<file path="config.mk">
export PLATFORM = sky130hd
export DESIGN_NAME = mwr_reader
export DESIGN_NICKNAME = d
export VERILOG_FILES = /design/src/rtl/mwr_pkg.sv /design/src/rtl/mwr_tick.sv /design/src/rtl/mwr_seq.sv /design/src/rtl/mwr_swap.sv /design/src/rtl/mwr_reader.sv
export SDC_FILE = /design/constraint.sdc
export NUM_CORES = 1
export LEC_CHECK = 0
export BUFFER_PORTS_ARGS = -buffer_cell sky130_fd_sc_hd__buf_4
export CELL_PAD_IN_SITES_DETAIL_PLACEMENT = 1
export CELL_PAD_IN_SITES_GLOBAL_PLACEMENT = 1
export CORE_ASPECT_RATIO = 0.75
export CORE_MARGIN = 2
export CORE_UTILIZATION = 38
export CTS_CLUSTER_DIAMETER = 200
export DETAILED_ROUTE_END_ITERATION = 10
export PLACE_DENSITY = 0.71
export SYNTH_ARGS = -nofsm -noshare
export SYNTH_HDL_FRONTEND = slang
export SYNTH_SLANG_ARGS = --single-unit
export TNS_END_PERCENT = 50
</file>
<file path="constraint.sdc">
create_clock -name clk -period 1.6 [get_ports clk]
set_input_delay 0.16 -clock clk [delete_from_list [all_inputs] [get_ports clk]]
set_output_delay 0.16 -clock clk [all_outputs]
set_load 0.02 [all_outputs]
</file>
<file path="src/rtl/mwr_pkg.sv">
`timescale 1ns/1ps
package mwr_pkg;
    typedef enum logic [2:0] {
        PH_IDLE,
        PH_PREP,
        PH_OUT_LO,
        PH_OUT_HI,
        PH_IN_LO,
        PH_IN_HI,
        PH_TAIL
    } phase_t;

    localparam int CMD_W   = 4;
    localparam logic [CMD_W-1:0] CMD_READ = 4'b0110;
    localparam int WADDR_W = 6;
    localparam int WORD_W  = 16;
endpackage

</file>
<file path="src/rtl/mwr_tick.sv">
`timescale 1ns/1ps
module mwr_tick #(
    parameter int HALF_DIV = 4
) (
    input  logic clk,
    input  logic rst_n,
    input  logic en,
    output logic tick
);
    localparam int CW = (HALF_DIV > 2) ? $clog2(HALF_DIV) : 1;
    localparam logic [CW-1:0] LAST = CW'(HALF_DIV - 1);

    typedef struct packed {
        logic [CW-1:0] cnt;
    } tick_st_t;

    tick_st_t s_d, s_q;

    always_comb begin
        s_d = s_q;
        if (!en)
            s_d.cnt = '0;
        else if (s_q.cnt == LAST)
            s_d.cnt = '0;
        else
            s_d.cnt = s_q.cnt + 1'b1;
    end

    always_ff @(posedge clk) begin
        if (!rst_n) s_q <= '0;
        else        s_q <= s_d;
    end

    assign tick = en && (s_q.cnt == LAST);

    initial assert (HALF_DIV >= 2) else $error("HALF_DIV must be at least 2");

    AST_TICK_SPACED: assert property (@(posedge clk) disable iff (!rst_n)
        tick |=> !tick);
endmodule

</file>
<file path="src/rtl/mwr_seq.sv">
`timescale 1ns/1ps
module mwr_seq
    import mwr_pkg::*;
#(
    parameter int AIN_W    = 8,
    parameter int DEV_W    = 3,
    parameter logic [DEV_W-1:0] DEV_CODE = 3'd5
) (
    input  logic              clk,
    input  logic              rst_n,
    input  logic              start,
    input  logic [AIN_W-1:0]  addr_in,
    input  logic              tick,
    input  logic              sdi,
    output logic              busy,
    output logic              cs,
    output logic              sck,
    output logic              sdo,
    output logic [DEV_W-1:0]  dev_sel,
    output logic [WORD_W-1:0] word_raw,
    output logic              done
);
    localparam int TX_W  = CMD_W + WADDR_W;
    localparam int BC_W  = $clog2(WORD_W + 1);
    localparam logic [BC_W-1:0] TX_LAST = BC_W'(TX_W - 1);
    localparam logic [BC_W-1:0] RX_LAST = BC_W'(WORD_W - 1);

    typedef struct packed {
        phase_t              phase;
        logic [BC_W-1:0]     bits;
        logic [TX_W-1:0]     tx;
        logic [WORD_W-1:0]   rx;
        logic [WORD_W-1:0]   word;
        logic                done;
    } seq_st_t;

    seq_st_t s_d, s_q;

    always_comb begin
        s_d      = s_q;
        s_d.done = 1'b0;
        unique case (s_q.phase)
            PH_IDLE: begin
                if (start) begin
                    s_d.phase = PH_PREP;
                    s_d.bits  = '0;
                    s_d.tx    = {CMD_READ, addr_in[WADDR_W-1:0]};
                end
            end
            PH_PREP:   if (tick) s_d.phase = PH_OUT_LO;
            PH_OUT_LO: if (tick) s_d.phase = PH_OUT_HI;
            PH_OUT_HI: begin
                if (tick) begin
                    if (s_q.bits == TX_LAST) begin
                        s_d.phase = PH_IN_LO;
                        s_d.bits  = '0;
                    end else begin
                        s_d.phase = PH_OUT_LO;
                        s_d.bits  = s_q.bits + 1'b1;
                        s_d.tx    = {s_q.tx[TX_W-2:0], 1'b0};
                    end
                end
            end
            PH_IN_LO:  if (tick) s_d.phase = PH_IN_HI;
            PH_IN_HI: begin
                if (tick) begin
                    s_d.rx = {s_q.rx[WORD_W-2:0], sdi};
                    if (s_q.bits == RX_LAST) begin
                        s_d.phase = PH_TAIL;
                    end else begin
                        s_d.phase = PH_IN_LO;
                        s_d.bits  = s_q.bits + 1'b1;
                    end
                end
            end
            PH_TAIL: begin
                if (tick) begin
                    s_d.phase = PH_IDLE;
                    s_d.word  = s_q.rx;
                    s_d.done  = 1'b1;
                end
            end
            default: s_d.phase = PH_IDLE;
        endcase
    end

    always_ff @(posedge clk) begin
        if (!rst_n) begin
            s_q       <= '0;
            s_q.phase <= PH_IDLE;
        end else begin
            s_q <= s_d;
        end
    end

    assign busy     = (s_q.phase != PH_IDLE);
    assign cs       = busy;
    assign sck      = (s_q.phase == PH_OUT_HI) || (s_q.phase == PH_IN_HI);
    assign sdo      = ((s_q.phase == PH_OUT_LO) || (s_q.phase == PH_OUT_HI)) ? s_q.tx[TX_W-1] : 1'b0;
    assign dev_sel  = busy ? DEV_CODE : '0;
    assign word_raw = s_q.word;
    assign done     = s_q.done;

    AST_SCK_WITHIN_CS: assert property (@(posedge clk) disable iff (!rst_n)
        sck |-> cs);
    AST_SDO_STILL_HIGH: assert property (@(posedge clk) disable iff (!rst_n)
        (sck && $past(sck)) |-> $stable(sdo));
    AST_DONE_ONE_CYCLE: assert property (@(posedge clk) disable iff (!rst_n)
        done |=> !done);
    AST_DONE_LINES_IDLE: assert property (@(posedge clk) disable iff (!rst_n)
        done |-> (!cs && !sck && dev_sel == '0));
    AST_BUSY_HOLDS: assert property (@(posedge clk) disable iff (!rst_n)
        (cs && !$past(cs) && $past(start)) |=> (cs || done));
endmodule

</file>
<file path="src/rtl/mwr_swap.sv">
`timescale 1ns/1ps
module mwr_swap #(
    parameter int W = 16
) (
    input  logic [W-1:0] din,
    output logic [W-1:0] dout
);
    localparam int NB = W / 8;
    for (genvar b = 0; b < NB; b++) begin : g_byte
        assign dout[b*8 +: 8] = din[(NB-1-b)*8 +: 8];
    end
endmodule

</file>
<file path="src/rtl/mwr_reader.sv">
`timescale 1ns/1ps
module mwr_reader
    import mwr_pkg::*;
#(
    parameter int AIN_W    = 8,
    parameter int HALF_DIV = 4,
    parameter int DEV_W    = 3,
    parameter logic [DEV_W-1:0] DEV_CODE = 3'd5
) (
    input  logic              clk,
    input  logic              rst_n,
    input  logic              start,
    input  logic [AIN_W-1:0]  addr_in,
    output logic              ee_cs,
    output logic              ee_sck,
    output logic              ee_sdo,
    input  logic              ee_sdi,
    output logic [DEV_W-1:0]  dev_sel,
    output logic [15:0]       rd_data,
    output logic              rd_done
);
    logic busy, tick;
    logic [WORD_W-1:0] word_raw;

    mwr_tick #(.HALF_DIV(HALF_DIV)) u_tick (
        .clk  (clk),
        .rst_n(rst_n),
        .en   (busy),
        .tick (tick)
    );

    mwr_seq #(.AIN_W(AIN_W), .DEV_W(DEV_W), .DEV_CODE(DEV_CODE)) u_seq (
        .clk     (clk),
        .rst_n   (rst_n),
        .start   (start),
        .addr_in (addr_in),
        .tick    (tick),
        .sdi     (ee_sdi),
        .busy    (busy),
        .cs      (ee_cs),
        .sck     (ee_sck),
        .sdo     (ee_sdo),
        .dev_sel (dev_sel),
        .word_raw(word_raw),
        .done    (rd_done)
    );

    mwr_swap #(.W(WORD_W)) u_swap (
        .din (word_raw),
        .dout(rd_data)
    );

    AST_DEVSEL_MATCHES_CS: assert property (@(posedge clk) disable iff (!rst_n)
        ee_cs |-> (dev_sel == DEV_CODE));
endmodule

</file>
* Word level (Yosys, flattened, before mapping) *
Index checks and enable logic that the tools add are counted.
Widths: inputs -> output; s select.

operators by class
  add/sub/neg operators = 2
  equality and inequality tests = 18
  mux-type cells = 17
  bitwise operators = 2
  reductions and logical operators = 14

operator list
  cell                 number
  $mux 18              2
  $pmux 3 s7           1
  $pmux 10 s2          1
  $ne 2x2->1 const B   9
  $mux 8               2
  $mux 3               5
  $pmux 5 s3           1
  $eq 5x4->1 const B   2
  $mux 10              1
  $eq 3x3->1 const B   3
  $reduce_and 7->1     1
  $eq 3x2->1 const B   2
  $reduce_and 2->1     3
  $reduce_bool 3->1    2
  $add 5x1->5 const B  1
  $mux 5               1
  $reduce_and 5->1     1
  $reduce_and 4->1     1
  $eq 3x1->1 const B   1
  $logic_not 3->1      1
  $reduce_or 3->1      1
  $add 2x1->2 const B  1
  $eq 2x2->1 const B   1
  $logic_or 1x1->1     2
  other kinds (5)      7

word-level totals
  bits in registers = 53
  input bits = 12
  output and inout bits = 23
  word-level logic and storage cells = 60

* Longest topological paths before layout *
Gate-level depths: netlist of run 1.

  word-level depth = 4
  mapped depth = 7
  mapped depth without buffers = 7

* Cells and area by module *
From an unflattened synthesis of run 1, not the netlist that was laid out.

second synthesis, totals
  cell total of the unflattened synthesis = 307
  area, all modules = 2,473.6 µm²

modules (own cells, without submodules)
  module    times used  cells an instance  area each (µm²)  sequential area each (µm²)
  mwr_seq   1           285                2,269.7          1,021.0
  mwr_swap  1           16                 120.1            0.0
  mwr_tick  1           6                  83.8             40.0

* Worst setup path before layout of run 1 *
No wires, ideal clock.

  path type = register to register
  start point = reg u_tick.s_q[0] (netlist name)
  end point = reg u_seq.s_q[44] (netlist name)
  library setup time = 0.121 ns
  arrival time = 1.459 ns
  required time = 1.479 ns
  slack = 0.021 ns
  stages on the path, launching flop included = 8
  buffers on the path = 2
  period minus slack after synthesis = 1.579 ns
  cells stage by stage = dfxtp_1 -> ha_1 -> buf_2 -> and4b_1 -> buf_2 -> a211o_1 -> nand3_1 -> o22ai_1

between the ends
  longest elaborated chain between the ends = 4
  elaborated cells on any way between the ends = 5
  classes of those cells = eq/ne (3); reduce/logical (2)

RTL lines
  element                         RTL line        RTL
  start: declaration              mwr_tick.sv:17  tick_st_t s_d, s_q;
  start signal: assignment        mwr_tick.sv:30  if (!rst_n) s_q <= '0;
  start signal: assignment        mwr_tick.sv:31  else s_q <= s_d;
  $eq 2x2->1 (*)                  mwr_tick.sv:34  assign tick = en && (s_q.cnt == LAST);
  $logic_and 1x1->1 (*)           mwr_tick.sv:34
  $ne 2x2->1 (no line)            -
  $reduce_and 5->1 (no line) (*)  -
  end: declaration                mwr_seq.sv:37   seq_st_t s_d, s_q;

Mark *: on every way between the ends. The rest lies on a longest branch, timed or not.
A chain may end at the register's enable or synchronous reset.

* Worst setup path in the final report of run 1 *
  start point = reg u_seq.s_q[44] (netlist name)
  end point = reg u_seq.s_q[44] (netlist name)

between the ends
  longest elaborated chain between the ends = 4
  elaborated cells on any way between the ends = 10
  classes of those cells = add/sub (1); eq/ne (3); mux (5); reduce/logical (1)

RTL lines
  element                                    RTL line                                     RTL
  $add 5x1->5 or $eq 5x4->1 (tied branches)  mwr_seq.sv:59, mwr_seq.sv:72, mwr_seq.sv:54
  $mux 5 or $mux 8 (tied branches)           mwr_seq.sv:68, mwr_seq.sv:54
  $mux 8 or $mux 18 (tied branches)          mwr_seq.sv:66, mwr_seq.sv:53
  $pmux 5 s3                                 mwr_seq.sv:42                                unique case (s_q.phase)

Parallel ways exist; a longest one is shown, timed or not. The select of a mux whose other input is x is not followed.

==> out/results.tsv, run 1 <==
metric	value	unit
nets	320	
synth_flop_cell	dfxtp_1	
synthTopCellsByArea	dfxtp_1 (44%), nand2_1 (11%), a21oi_1 (7.1%)	
cp.arrival	1790	ps
clock-sinks	53	
clockPowerShare	0.351	
antennaDiodeCount	0	
hold_violations	0	
regArea	1080	um^2
portBuffers	31	
drv_slew	0	
syn_area	2390	um^2
stdcell_area	2940	um^2
grt_pass1_vias	1774	
hold_path.class	primary input to flip-flop	
grt_usage	0.153	
synth_edf_count	0	
period_minus_slack	1570	ps
multi_input_area	1150	um^2
fill_cells	696	
synthCells	281	
setup_viol	0	
synthTopCellsByCount	nand2_1 (68), dfxtp_1 (53), a21oi_1 (34)	
gp_congestion	0.789	
cp_max_fo	4	
layout.cells.non_filler	383	
drt_iter0_markers	70	
cts-buffers-inserted	5	
p_int	1990	uW
ys_seq_area_frac	0.444	
ys_warn_count	0	
max_freq	638	MHz
critPathLaunchType	flip-flop	
antenna_found_initial	0	
die_w	95.6	um
grt_setup_unrepaired	yes	
avgSynthCellArea	8.50	um^2
h-tree-depth	2	
die-height	72.7	um
crit_path_end_kind	flip-flop	
vias_per_cell	4.89	
path_class	flip-flop to flip-flop	
wl_per_cell	13.8	um
ant_nets	0	
synth_nets	297	
power_frac_comb	0.129	
synth_largest_area_cell	dfxtp_1	
p_switching	641	uW
worstPathRequired	1820	ps
die_area	6950	um^2
postCtsHoldBufs	0	
post-route-period-util	0.979	
num_io_pins	35	
overflow	0	
clockRootBuffer	clkbuf_8	
cts_tree	built	
peakVddDrop	0.440	mV
ys_types	41	
core-area	5950	um^2
drcViolationCount	0	
grt_max_degree	33	
dp_hpwl	3370	um
synth_top_area_share	0.444	
placed_cells	365	
cts_max_path_buffers	2	
max-cap-violations	0	
firstDrtPassIters	4	
rows	24	
synthArstFlopShare	0	
total_leakage_power	0.00115	uW
switching_share	0.244	
clkTransAtPathRegs	90	ps
drive_gt1_frac	0.285	
layout-area-overhead-vs-synth	23.1	%
vias	1872	
start_util	0.402	
synth-seq-cells	53	
yosysMostFrequentCell	nand2_1	
grt_pass1_wl	8400	um
p_per_area	894	nW/um^2
worstSkewPairLatency	310	ps
finClkSkew	10.2	ps
status	finished clean	
placed_area	2590	um^2
finalWirelength	5290	um
p_seq_frac	0.519	
==> power groups by stage <==
stage | combinational (uW) | clock, uW | sequential (uW)
finish | 340 | 924 | 1370
global route | 368 | 1010 | 1370
CTS | 286 | 948 | 1370
detailed placement | 259 | 0 | 1410
global placement | 253 | 0 | 1410
floorplan | 208 | 0 | 1390
==> layout make-up <==
cell class,instances,area share
Clock inverter,2,0.0132
Inverter,7,0.00978
Sequential cell,53,0.367
Timing Repair Buffer,54,0.162
Tap cell,78,0.0332
Clock buffer,6,0.0247
Multi-Input combinational cell,183,0.389
==> sequential cells by signal, summed over array words and instances, names as in the netlist <==
signal	cells
u_seq.done	1
u_seq.s_q	34
u_seq.word_raw	16
u_tick.s_q	2
==> per-layer routing <==
| layer | global-route usage | part of all wire |
|---|---|---|
| met2 | 0.234 | 0.44 |
| met4 | 0.0333 | 0.0013 |
| met3 | 0.0310 | 0.029 |
| met5 | 0 | 0 |
| met1 | 0.225 | 0.53 |
==> worst paths after layout <==
path	slack (ps)	cells after the start	to	startpoint
max	30	7	u_seq.s_q[44]	u_seq.s_q[44]
min	120	3	u_seq.s_q[17]	ee_sdi
max reg2reg	30	7	u_seq.s_q[44]	u_seq.s_q[44]
min reg2reg	460	2	u_seq.word_raw[10]	u_seq.word_raw[10]
==> layout by cell type, fill, tap and decap left out, drive strengths merged, types with 2 or more instances in the layout <==
cell type / Yosys / layout
a31oi: 2 / 2
a211oi: 7 / 7
ha: 4 / 4
o21a: 2 / 2
a211o: 2 / 2
dfxtp: 53 / 53
o21ai: 4 / 4
nand4b: 4 / 4
clkbuf: 6 / 8
o22ai: 2 / 2
nand3: 7 / 7
nand3b: 3 / 3
a21oi: 34 / 34
nand2: 68 / 68
mux2i: 7 / 7
inv: 7 / 7
buf: 32 / 52
nor2: 17 / 17
nor4b: 2 / 2
and4b: 4 / 4
==> kinds of logic after synthesis <==
group / synth area share
flops: 0.444
mux: 0.0293
fa+ha+maj: 0.0209
buf+inv: 0.115
compound gates: 0.157
simple gates: 0.229
other cells: 0.00157
xor+xnor: 0.00367
==> metrics by stage <==
step                      utilization  power [uW]  setup TNS, ps  hold WS, ps  worst slack [ps]
after floorplan                     -        1600              0          293              20.6
after global placement          0.436        1660           -175          415             -82.4
after detailed placement        0.436        1670           -622          436              -203
after CTS                       0.465        2610              0          107              2.97
after global routing            0.495        2750           -135          107             -38.3
final                           0.495        2630              0          116              32.8
==> timing repair <==
action / CTS / global route
pin swaps: 2 / 13
setup buffers: 3 / 7
gates cloned: 0 / 2
gates resized for setup: 14 / 18
endpoints found under the setup margin: 9 / 32
==> worst max-delay path, stage by stage (launching register included) <==
cell and delay, ps:
dfxtp_4 390, ha_4 130, and3_4 190, ha_4 120, inv_2 50, a211oi_4 310, nand2_1 150, o22ai_2 150
(Power assumes the default switching activity.)
==> run 2: changes to the inputs <==
--- a/config.mk
+++ b/config.mk
@@ -16,5 +16,6 @@
 export PLACE_DENSITY = 0.71
 export SYNTH_ARGS = -nofsm -noshare
 export SYNTH_HDL_FRONTEND = slang
+export SYNTH_HIERARCHICAL = 1
 export SYNTH_SLANG_ARGS = --single-unit
 export TNS_END_PERCENT = 50
==> run 2 against run 1 <==
  * The run now ends with negative setup slack left
  * Global-route usage grew 2.8 points
  * Core utilization increased by 0.77 points
  * Clock skew shrank 0.88 ps
  * Design area is 7.4% higher
  * Clock-buffer cell count is 1 higher
  * Synthesized area is 3.5% higher
  * Total power is 3.9% lower
  * Sequential power hardly changed
  * Critical path depth increased by 1
  * Sequential share of layout area down 3.0 points
  * Largest cell class unchanged
==> out/results.tsv, run 2 <==
metric	value	unit	change
finalSetupTns	-3530	ps	-3530 ps
max_freq	545	MHz	-15%
ys_types	41		unchanged
grt_max_degree	45		+36%
synth_edf_count	0		unchanged
start_util	0.393		-0.00850
synth_largest_area_cell	dfxtp_1		
post-route-period-util	1.15		+0.167
yosysMostFrequentCell	nand2_1		
hold_path_startpoint	ee_sdi		
hold_violations	0		unchanged
h-tree-depth	2		unchanged
hold_path.class	primary input to flip-flop		
cts_max_path_buffers	2		unchanged
synth_top_area_share	0.429		-0.0150
cp.arrival	2020	ps	+230 ps
final_cell_mix	nand2_1 (61), buf_4 (55), dfxtp_1 (49)		
regMostFlops	u_seq/s_q		
violations	negative setup slack		
die_w	97.2	um	+1.7%
portBuffers	31		unchanged
max-cap-violations	0		unchanged
synth_flop_cell	dfxtp_1		
clock-sinks	53		unchanged
antennaDiodeCount	0		unchanged
syn_area	2470	um^2	+3.5%
synth_nets	323		+8.8%
vias_per_cell	5.22		+6.7%
die_area	7180	um^2	+3.3%
layout-area-overhead-vs-synth	27.8	%	
synthTopCellsByArea	dfxtp_1 (43%), buf_4 (11%), nand2_1 (11%)		
grt_usage	0.181		+0.0279
setup_viol	36		+36
firstDrtPassIters	4		unchanged
overflow	0		unchanged
gp_congestion	0.812		+2.9%
wl_per_cell	15.9	um	+15%
grt_setup_unrepaired	yes		
num_io_pins	35		unchanged
rows	25		+4.2%
synth-seq-cells	53		unchanged
largest_reg_flops	34		unchanged
drv_slew	0		unchanged
status	complete, but fails checks		
cts_tree	built		
cp_max_fo	5		+1
period_minus_slack	1830	ps	+267 ps
peakVddDrop	0.381	mV	-13%
postCtsHoldBufs	0		unchanged
hold_ws	108	ps	-8.07 ps
crit_path_end_kind	flip-flop		
drcViolationCount	0		unchanged
die-height	73.9	um	+1.6%
synthCells	307		+9.3%
synthArstFlopShare	0		unchanged
clkTransAtPathRegs	100	ps	about the same
drive_gt1_frac	0.396		+0.111
path_class	flip-flop to flip-flop		
worstSkewPairLatency	310	ps	about the same
grt_pass1_vias	2083		+17%
final_common_cell	nand2_1		
synthTopCellsByCount	nand2_1 (73), dfxtp_1 (53), a21oi_1 (38)		
critPathLaunchType	flip-flop		
worstPathRequired	1780	ps	-40 ps
antenna_found_initial	0		unchanged
core-area	6290	um^2	+5.7%
p_per_area	800	nW/um^2	-10%
finClkSkew	9.29	ps	-0.878 ps
grt_pass1_wl	10200	um	+22%
ys_warn_count	6		+6
timing.final.ws_setup	-234	ps	-267 ps
ant_nets	0		unchanged
cts-buffers-inserted	5		unchanged
clockRootBuffer	clkbuf_8		
finalWirelength	6500	um	+23%
r2r-start	u_seq/s_q[50]		
avgSynthCellArea	8.06	um^2	-5.3%
ys_seq_area_frac	0.429		-0.0150
startpoint	u_seq/s_q[50]		
final_util	0.503		+0.00774
drt_iter0_markers	78		+11%
vias	2133		+14%
dp_hpwl	3750	um	+11%
nets	343		+7.2%
total_leakage_power	0.00118	uW	+2.3%
-- run 2: worst max-delay path, cell delays in order (launching register included) --
cell and delay, ps:
dfxtp_2 330, or3_4 380, and2_4 170, buf_6 120, nand4b_1 160, o311ai_2 140
buf_4 190, xnor2_2 140, nor2_1 80
-- run 2: kinds of logic (layout without fill, tap and decap cells) --
group | Yosys count | in the layout | synth area share
simple gates | 129 | 130 | 0.243
buf+inv | 60 | 80 | 0.156
compound gates | 59 | 59 | 0.147
flops | 53 | 53 | 0.429
fa+ha+maj | 4 | 4 | 0.0202
other cells | 1 | 1 | 0.00152
xor+xnor | 1 | 1 | 0.00354
-- run 2: through the flow --
step	total power (uW)	area [um^2]	setup slack [ps]	instances
floorplan	1510	2540	-322	307
global placement	1570	2700	-282	391
detailed placement	1570	2700	-425	391
CTS	2520	3030	-213	409
global route	2630	3160	-344	409
finish	2530	3160	-234	409
-- run 2: worst paths after layout --
check	end	slack (ps)	depth (start not counted)
hold reg to reg	u_seq/word_raw[4]	460	2
setup reg to reg	u_seq/s_q[43]	-230	8
hold / removal	u_seq/s_q[17]	110	3
setup / recovery	u_seq/s_q[43]	-230	8
-- run 2: metal layers --
metal  share of wire  global-route usage  vias to the layer above
li1                -                   -                     1041
met1            0.49               0.242                     1045
met2            0.46               0.291                       39
met3           0.034              0.0400                        8
met4           0.014              0.0689                        0
met5               0                   0                        -
-- run 2: area by class of cell --
type                    instances  area, um^2
repair buffers                 66         588
multi-input cells             195        1270
inverters                       6        22.5
fillers                       740        3130
well taps                      81         101
clock buffers                   7        86.3
clock inverters                 1        30.0
flip-flops and latches         53        1070
-- run 2: repair_timing --
item	in CTS	in global routing
endpoints found under the setup margin	49	52
pin swaps	16	23
resized for setup	26	41
endpoints found under the hold margin	0	0
gates cloned	3	0
buffers inserted	7	4
-- run 2: power breakdown --
part	switching [uW]	internal, uW	total (uW)
sequential	15.6	1340	1360
clock	451	511	962
combinational	114	92.7	207
==> run 3: changes to the inputs <==
--- a/config.mk
+++ b/config.mk
@@ -5,14 +5,14 @@
 export SDC_FILE = /design/constraint.sdc
 export NUM_CORES = 1
 export LEC_CHECK = 0
-export BUFFER_PORTS_ARGS = -buffer_cell sky130_fd_sc_hd__buf_4
 export CELL_PAD_IN_SITES_DETAIL_PLACEMENT = 1
 export CELL_PAD_IN_SITES_GLOBAL_PLACEMENT = 1
 export CORE_ASPECT_RATIO = 0.75
 export CORE_MARGIN = 2
-export CORE_UTILIZATION = 38
+export CORE_UTILIZATION = 42
 export CTS_CLUSTER_DIAMETER = 200
 export DETAILED_ROUTE_END_ITERATION = 10
+export DONT_BUFFER_PORTS = 1
 export PLACE_DENSITY = 0.71
 export SYNTH_ARGS = -nofsm -noshare
 export SYNTH_HDL_FRONTEND = slang
==> run 3 against run 2 <==
  * The run still ends with negative setup slack left
  * Design area is 0.95% lower
  * Clock skew fell by 4.9 ps
  * Maximum frequency decreased by 2.4%
  * Sequential cell count stayed put
  * Cell count is 7.1% lower
  * Sequential power barely moved
  * Non-clock buffer count decreased by 26
  * Core utilization grew 4.3 points
  * Critical path depth is the same
  * Worst hold slack got worse by 97 ps
==> out/results.tsv, run 3 (synthesis gave the netlist of run 2 again) <==
metric	value	unit	change
die-height	70.5	um	-4.6%
post-route-period-util	1.17		+0.0281
grt_pass1_wl	9960	um	-2.7%
grt_usage	0.191		+0.00941
cts_tree	built		
critPathMaxStageDelay	380	ps	about the same
max_freq	532	MHz	-2.4%
worstSkewPairLatency	310	ps	about the same
clock-sinks	53		unchanged
layout-area-overhead-vs-synth	26.6	%	
gp_congestion	0.785		-3.3%
timing.final.ws_setup	-279	ps	-45.0 ps
start_util	0.431		+0.0378
antenna_found_initial	0		unchanged
regMostFlops	u_seq/s_q		
rrSetupSlack	-280	ps	-50 ps
drive_gt1_frac	0.417		+0.0209
cts-buffers-inserted	5		unchanged
drcViolationCount	0		unchanged
p_per_area	756	nW/um^2	-5.5%
cp_max_fo	7		+2
reg2reg_depth	8		unchanged
portBuffers	0		-100%
cp.arrival	2070	ps	+50 ps
r2r-start	u_seq/s_q[48]		
crit_path_end	u_seq/s_q[45]		
stdcell_area	3130	um^2	-0.95%
antennaDiodeCount	0		unchanged
use_met1	0.267		+0.0251
placed_area	2450	um^2	-9.3%
num_io_pins	35		unchanged
final_cell_mix	nand2_1 (61), dfxtp_1 (47), a21oi_2 (23)		
drt_iter0_markers	87		+12%
clockRootBuffer	clkbuf_8		
vias	2029		-4.9%
slew_headroom	0.528		
overflow	0		unchanged
clkTransAtPathRegs	100	ps	about the same
critPathLaunchType	flip-flop		
startpoint	u_seq/s_q[48]		
grt_setup_unrepaired	yes		
core-area	5740	um^2	-8.8%
die_w	92.6	um	-4.7%
final_common_cell	nand2_1		
worstPathRequired	1790	ps	about the same
hold_ws	11.7	ps	-96.6 ps
grt_pass1_vias	2032		-2.4%
nets	317		-7.6%
path_class	flip-flop to flip-flop		
largest_reg_flops	34		unchanged
r2r-end	u_seq/s_q[45]		
status	complete, but fails checks		
critPathSlowestCell	or3_4		
h-tree-depth	2		unchanged
setup_viol	35		-2.8%
hold_violations	0		unchanged
top_usage_layer	met2		
total_leakage_power	0.00106	uW	-10%
die_area	6530	um^2	-9.1%
drv_slew	0		unchanged
dp_hpwl	3530	um	-5.7%
firstDrtPassIters	4		unchanged
hold_path.class	primary input to flip-flop		
vias_per_cell	5.34		+2.4%
grt_max_degree	31		-31%
ant_nets	0		unchanged
finalSetupTns	-7080	ps	-3540 ps
cp_cell_sequence	or3_4 -> and2_4 -> buf_6 -> nand4b_1 -> buf_4 -> o311ai_4 -> nand4_1 -> o311ai_1		
max-cap-violations	0		unchanged
peakVddDrop	0.368	mV	-3.5%
finClkSkew	4.37	ps	-4.93 ps
grt_use_met3	0.0421		+0.00211
cts_max_path_buffers	2		unchanged
finalWirelength	6510	um	+0.15%
rows	24		-4.0%
violations	negative setup slack		
crit_path_end_kind	flip-flop		
grt_util_met2	0.303		+0.0116
worstMarginPinSlew	704	ps	
period_minus_slack	1880	ps	+45.0 ps
wl_per_cell	17.1	um	+7.8%
[run 3: cell count changes in the layout (fill, tap and decap cells not counted), moves of 4 or more]
cell | before | now
buf_4 | 55 | 22
a21oi_1 | 21 | 15
a21oi_2 | 16 | 23
clkbuf_16 | 0 | 4
nor2_4 | 1 | 5
nor2_1 | 16 | 9
[run 3: what timing repair did]
item | CTS | global route
setup endpoints to repair | 48 | 53
hold buffers | 2 | 1
gates cloned | 2 | 4
hold endpoints to repair | 4 | 3
resized for setup | 19 | 74
pin swaps | 13 | 39
buffers inserted | 4 | 7
[run 3: how the worst min path moves through the flow]
stage	endpoint	cells after the start	from
6_report	u_seq/s_q[33]	2	addr_in[0]
2_1_floorplan	u_seq/s_q[17]	2	ee_sdi
3_5_place_dp	u_seq/s_q[48]	1	rst_n
4_1_cts	u_seq/s_q[33]	2	addr_in[0]
3_3_place_gp	u_seq/s_q[48]	1	rst_n
5_1_grt	u_seq/s_q[37]	2	addr_in[4]
[run 3: stage by stage]
step	util	power [uW]	worst slack, ps	instances
floorplan	-	1510	-322	307
CTS	0.471	2330	-253	370
global placement	0.427	1540	-272	355
detailed placement	0.427	1540	-314	355
global route	0.546	2470	-377	380
finish	0.546	2370	-279	380
[run 3: layer usage]
metal,up-vias,share of wire
met3,5,0.041
met1,1000,0.49
met2,36,0.46
met5,-,0
li1,988,-
met4,0,0.0063
[run 3: layout make-up]
type | count | area, um^2
clock buffer | 5 | 68.8
clock inverter | 3 | 17.5
fill | 641 | 2610
inverter | 6 | 22.5
multi-input combinational | 195 | 1390
sequential | 53 | 1070
tap | 78 | 97.6
timing repair buffer | 40 | 463
[run 3: worst max-delay path: cells and delay by family, from the launching register on]
kind | cells | cell delay, ps
and+or+nand+nor | 4 | 850
DFF | 1 | 330
buffers and inverters | 2 | 290
AOI/OAI and AO/OA | 2 | 280
[run 3: where the power goes]
part / internal, uW / leakage [uW] / total [uW] / switching [uW]
clock network: 304 / 0.0000439 / 763 / 459
logic: 111 / 0.000582 / 241 / 130
registers: 1340 / 0.000432 / 1360 / 19.8
